`src/rtl/shmul_pkg.sv`:
```
package shmul_pkg;

    typedef enum logic [1:0] {
        ST_IDLE   = 2'd0,
        ST_SETUP  = 2'd1,
        ST_ACTIVE = 2'd2
    } shmul_state_e;

    // Control word driven by the controller into the datapath.
    typedef struct packed {
        logic done;
        logic ld_mcand;
        logic ld_mplier;
        logic ld_acc;
        logic shift_mplier;
        logic clr_acc;
    } shmul_ctl_t;

endpackage

```
`src/rtl/shmul_ctrl.sv`:
```
module shmul_ctrl
    import shmul_pkg::*;
#(
    parameter int WIDTH = 16
) (
    input  logic       clk,
    input  logic       rst,
    input  logic       start,
    output shmul_ctl_t ctl
);
    localparam int CNT_W = (WIDTH > 1) ? $clog2(WIDTH) : 1;
    localparam logic [CNT_W-1:0] LAST_ITER = CNT_W'(WIDTH - 1);

    shmul_state_e     state_q, state_d;
    logic [CNT_W-1:0] iter_q, iter_d;

    // Next-state and counter function.
    always_comb begin
        state_d = state_q;
        iter_d  = iter_q;
        unique case (state_q)
            ST_IDLE: begin
                if (start) state_d = ST_SETUP;
            end
            ST_SETUP: begin
                iter_d  = '0;
                state_d = ST_ACTIVE;
            end
            ST_ACTIVE: begin
                if (iter_q == LAST_ITER) begin
                    iter_d  = '0;
                    state_d = ST_IDLE;
                end else begin
                    iter_d = iter_q + 1'b1;
                end
            end
            default: begin
                iter_d  = '0;
                state_d = ST_IDLE;
            end
        endcase
    end

    // State register.
    always_ff @(posedge clk) begin
        if (rst) begin
            state_q <= ST_IDLE;
            iter_q  <= '0;
        end else begin
            state_q <= state_d;
            iter_q  <= iter_d;
        end
    end

    // Moore output: control word from state alone.
    always_comb begin
        unique case (state_q)
            ST_IDLE:   ctl = '{done: 1'b1, ld_mcand: 1'b0, ld_mplier: 1'b0,
                               ld_acc: 1'b0, shift_mplier: 1'b0, clr_acc: 1'b0};
            ST_SETUP:  ctl = '{done: 1'b0, ld_mcand: 1'b1, ld_mplier: 1'b1,
                               ld_acc: 1'b0, shift_mplier: 1'b0, clr_acc: 1'b1};
            ST_ACTIVE: ctl = '{done: 1'b0, ld_mcand: 1'b0, ld_mplier: 1'b0,
                               ld_acc: 1'b1, shift_mplier: 1'b1, clr_acc: 1'b0};
            default:   ctl = '{done: 1'b1, ld_mcand: 1'b0, ld_mplier: 1'b0,
                               ld_acc: 1'b0, shift_mplier: 1'b0, clr_acc: 1'b0};
        endcase
    end

endmodule

```
`src/rtl/shmul_dpath.sv`:
```
module shmul_dpath #(
    parameter int WIDTH = 16
) (
    input  logic               clk,
    input  logic               rst,
    input  logic [WIDTH-1:0]   opnd_a,
    input  logic [WIDTH-1:0]   opnd_b,
    input  logic               ld_mcand,
    input  logic               ld_mplier,
    input  logic               ld_acc,
    input  logic               shift_mplier,
    input  logic               clr_acc,
    output logic [2*WIDTH-1:0] product
);
    localparam int SUM_W = WIDTH + 1;

    logic [WIDTH-1:0] mcand_q;
    logic [WIDTH-1:0] mplier_q;
    logic [WIDTH-1:0] acc_q;
    logic [SUM_W-1:0] sum;

    // Conditional add: multiplicand gated by the multiplier LSB.
    always_comb begin
        sum = {1'b0, acc_q} + (mplier_q[0] ? {1'b0, mcand_q} : '0);
    end

    always_ff @(posedge clk) begin
        if (rst) begin
            mcand_q <= '0;
        end else if (ld_mcand) begin
            mcand_q <= opnd_a;
        end
    end

    // Accumulator takes the sum shifted right, carry entering its top bit.
    always_ff @(posedge clk) begin
        if (rst || clr_acc) begin
            acc_q <= '0;
        end else if (ld_acc) begin
            acc_q <= sum[SUM_W-1:1];
        end
    end

    // Multiplier shifts right, receiving the bit dropped by the accumulator.
    always_ff @(posedge clk) begin
        if (rst) begin
            mplier_q <= '0;
        end else if (ld_mplier) begin
            mplier_q <= opnd_b;
        end else if (shift_mplier) begin
            mplier_q <= {sum[0], mplier_q[WIDTH-1:1]};
        end
    end

    assign product = {acc_q, mplier_q};

endmodule

```
`src/rtl/shmul_top.sv`:
```
module shmul_top
    import shmul_pkg::*;
#(
    parameter int WIDTH = 16
) (
    input  logic               clk,
    input  logic               rst,
    input  logic               start,
    input  logic [WIDTH-1:0]   opnd_a,
    input  logic [WIDTH-1:0]   opnd_b,
    output logic [2*WIDTH-1:0] product,
    output logic               done
);
    shmul_ctl_t ctl;

    shmul_ctrl #(.WIDTH(WIDTH)) u_ctrl (
        .clk   (clk),
        .rst   (rst),
        .start (start),
        .ctl   (ctl)
    );

    shmul_dpath #(.WIDTH(WIDTH)) u_dpath (
        .clk          (clk),
        .rst          (rst),
        .opnd_a       (opnd_a),
        .opnd_b       (opnd_b),
        .ld_mcand     (ctl.ld_mcand),
        .ld_mplier    (ctl.ld_mplier),
        .ld_acc       (ctl.ld_acc),
        .shift_mplier (ctl.shift_mplier),
        .clr_acc      (ctl.clr_acc),
        .product      (product)
    );

    assign done = ctl.done;

endmodule

```
`config.mk`:
```
export PLATFORM = sky130hd
export DESIGN_NAME = shmul_top
export DESIGN_NICKNAME = d
export VERILOG_FILES = /design/src/rtl/shmul_pkg.sv /design/src/rtl/shmul_ctrl.sv /design/src/rtl/shmul_dpath.sv /design/src/rtl/shmul_top.sv
export SDC_FILE = /design/constraint.sdc
export NUM_CORES = 1
export LEC_CHECK = 0
export BUFFER_PORTS_ARGS = -buffer_cell sky130_fd_sc_hd__buf_2
export CAP_MARGIN = 20
export CORE_MARGIN = 5
export CORE_UTILIZATION = 47
export CTS_CLUSTER_SIZE = 12
export DETAILED_ROUTE_END_ITERATION = 10
export GPL_ROUTABILITY_DRIVEN = 0
export GPL_TIMING_DRIVEN = 0
export PLACE_DENSITY_LB_ADDON = 0.3
export SYNTH_ARGS = -nofsm -noshare
export SYNTH_HDL_FRONTEND = slang
export SYNTH_SLANG_ARGS = --single-unit
```
`constraint.sdc`:
```
create_clock -name clk -period 2.6 [get_ports clk]
set_input_delay 0.52 -clock clk [delete_from_list [all_inputs] [get_ports clk]]
set_output_delay 0.52 -clock clk [all_outputs]
set_load 0.03 [all_outputs]
```
==> impl_metrics.json <==
{
  "worstPathRequired_ps": 2840,
  "crit_type": "reg -> reg",
  "syn2layout_area_growth_pct": 16.9,
  "layout_worst_path_cycle_share_pct": 94.5,
  "power.leakage_nw": 1.62,
  "dp_hpwl_um": 5360,
  "pre_cts_ws_ps": -37.4,
  "clock_sink_count": 54,
  "drtPass1Iterations": 4,
  "cts_made_buffers": 5,
  "mostFrequentLayoutCells": "buf_2, nor2_1, dfxtp_1",
  "routedWlPerCell_um": 14.6,
  "ys_seq_area_share_pct": 35.4,
  "vias": 2700,
  "max_slew.worst_pin.slew_ps": 522,
  "cp-end-kind": "flip-flop",
  "grt_antenna_before_repair": 0,
  "final.min_clock_period_ps": 2460,
  "synth_cell_type_count": 52,
  "start_util_pct": 48.1,
  "synthesis.nets": 397,
  "synthArstFlopShare_pct": 0,
  "die_w_um": 90.6,
  "critPathMaxFanout": 10,
  "maximum_resistive_drop_on_vdd_uv": 657,
  "grt_pass1_wl_um": 12300,
  "drt-total-wl_um": 7170,
  "io_pins": 68,
  "port-buffer-count": 67,
  "die_area_um2": 8220,
  "synth_top_flop_cell": "dfxtp_1",
  "overall_overflow_remaining_after_global_route": 0,
  "timing.max_cap.violations": 0,
  "finalHoldViolCount": 0,
  "rsz0062_at_grt": "false",
  "post_drt_via_cell_ratio": 5.50,
  "vias_in_the_first_global_route": 2737,
  "num_antenna_cells": 0,
  "slew_violations": 0,
  "post-route-worst-setup-slack_ps": 144,
  "htree_num_levels": 2,
  "synthesis.instances": 340,
  "clk_transition_reported_paths_ps": 90,
  "crit_path_max_incr_delay_ps": 430,
  "worst_hold_stages": 3,
  "crit_slowest_cell": "dfxtp_2",
  "ys_ff_latch": 54,
  "startpoint_type": "flip-flop",
  "rr_worst_depth": 10,
  "maximum_buffer_depth_of_the_clock_tree": 2,
  "grt_util_all_layers_pct": 17.5,
  "finalClockSkew_ps": 4.01,
  "cp_arrival_ps": 2700,
  "clk_root_buffer_cell": "clkbuf_8",
  "final_common_cell": "buf_2",
  "final_cell_count_no_fill": 491,
  "drive_above_1_share_pct": 22.9,
  "finalSetupViolCount": 0,
  "synth-warning-count": 0,
  "status": "finished, final reports clean",
  "final_antenna_net_count": 0,
  "critical_path.top_delay_family": "compound AO/OA/AOI/OAI gates",
  "maxSlewHeadroom_pct": 64.8,
  "standard_cell_core_area_um2": 6350,
  "syn_area_per_cell_um2": 8.99,
  "timing.fmax_mhz": 407,
  "worstSetupPathDepth": 10,
  "worstPathBufferInverterCount": 2,
  "drt_drc_violations_left": 0,
  "post-place-cells": 484,
  "grt_start_max_net_pins": 16,
  "die_h_um": 90.6,
  "p_per_area_nw_per_um2": 736,
  "latest_clock_arrival_within_the_worst_skew_pair_ps": 310,
  "syn_area_um2": 3060,
  "initialDrtViolationCount": 132,
  "clock_tree_from_tritoncts": "built",
  "synth-edff-count": 0,
  "layout.nets": 471,
  "core.rowCount": 29,
  "hp-class": "in -> reg",
  "cts_setup_buffers": 0,
  "crit_path_cell_trace": "clkbuf_4 -> and2_1 -> ha_1 -> buf_6 -> a21o_1 -> a311oi_1 -> o21bai_1 -> o211ai_2 -> mux2_1 -> o211ai_1"
}
cells by family (layout without fill, tap and decap cells):
group / after synthesis / count (layout) / share of synthesized area [%]
flops: 54 / 54 / 35.4
compound gates: 78 / 78 / 18.3
xor+xnor: 8 / 8 / 2.29
mux: 39 / 39 / 12.9
fa+ha+maj: 22 / 22 / 9.25
simple gates: 111 / 111 / 17.2
buf+inv: 28 / 102 / 4.75
routing by layer:
metal  GRT usage, %  up-vias  routed length (um)
li1               -     1376                   -
met2           29.4       58                3330
met3           3.92       10                 370
met1           22.4     1256                3390
met4           4.84        0                  81
met5              0        -                   0
what timing repair did:
action	in CTS	in global routing
hold endpoints to repair	0	0
cloned	0	0
gates resized for setup	1	5
hold buffers	0	0
endpoints found under the setup margin	3	4
state kept, by name (all words and copies together), names as in the netlist:
signal / cells
u_dpath.acc_q: 16
u_dpath.mcand_q: 16
u_dpath.mplier_q: 16
u_ctrl.iter_q: 4
u_ctrl.state_q: 2
metrics by stage:
step / instance area [um^2] / power, mW / TNS (ps) / utilization, % / hold slack, ps
6_report: 3570 / 2.63 / 0 / 56.3 / 438
2_1_floorplan: 3060 / 1.90 / 0 / - / 452
3_5_place_dp: 3490 / 2.19 / -40.4 / 54.9 / 476
5_1_grt: 3570 / 2.80 / 0 / 56.3 / 446
3_3_place_gp: 3490 / 2.17 / -41.9 / 54.9 / 467
4_1_cts: 3570 / 2.65 / 0 / 56.2 / 434
where the power goes:
group / switching, mW / leakage [nW] / total [mW] / internal [mW]
sequential: 0.107 / 0.441 / 1.08 / 0.977
clock: 0.277 / 0.0373 / 0.462 / 0.186
combinational: 0.683 / 1.14 / 1.08 / 0.402
total: 1.07 / 1.62 / 2.63 / 1.56
Yosys cell counts, drive strengths merged (3+ instances only):
| cell type | count | share of area [%] |
|---|---|---|
| dfxtp | 54 | 35 |
| nand4 | 5 | 1.0 |
| and2 | 16 | 3.3 |
| a21o | 8 | 2.0 |
| a21oi | 18 | 3.1 |
| inv | 8 | 0.98 |
| nand2 | 9 | 1.1 |
| o211ai | 5 | 1.4 |
| and3 | 3 | 0.70 |
| nor3 | 9 | 1.6 |
| nand3 | 9 | 1.5 |
| mux2i | 37 | 12 |
| ha | 21 | 8.6 |
| nor2 | 54 | 6.6 |
| clkbuf | 12 | 2.1 |
| xor2 | 4 | 1.1 |
| a32oi | 3 | 0.86 |
| o21ai | 8 | 1.3 |
| buf | 8 | 1.6 |
| a211oi | 20 | 5.2 |
| xnor2 | 4 | 1.1 |
worst reg2reg max path, cell delays in order (launching register included):
cell	delay, ps
dfxtp_2	430
clkbuf_4	220
and2_1	140
ha_1	230
buf_6	140
a21o_1	190
a311oi_1	280
o21bai_1	160
o211ai_2	180
mux2_1	350
o211ai_1	90
final timing paths:
| check | start | end | slack [ps] |
|---|---|---|---|
| worst max-delay path | u_dpath.mplier_q[0] | u_dpath.acc_q[12] | 140 |
| worst min-delay path | opnd_a[5] | u_dpath.mcand_q[5] | 440 |
| worst max register to register | u_dpath.mplier_q[0] | u_dpath.acc_q[12] | 140 |
| worst min register to register | u_dpath.mcand_q[14] | u_dpath.mcand_q[14] | 490 |
area by class of cell:
type	instances	area (um^2)
fillers	586	2780
multi-input cells	258	1830
flip-flops and latches	54	1080
repair buffers	67	335
plain buffers	20	120
well taps	77	96.3
clock buffers	6	72.6
inverters	8	30.0
clock inverters	1	7.51
No activity file was read; power rests on OpenSTA's default activity.
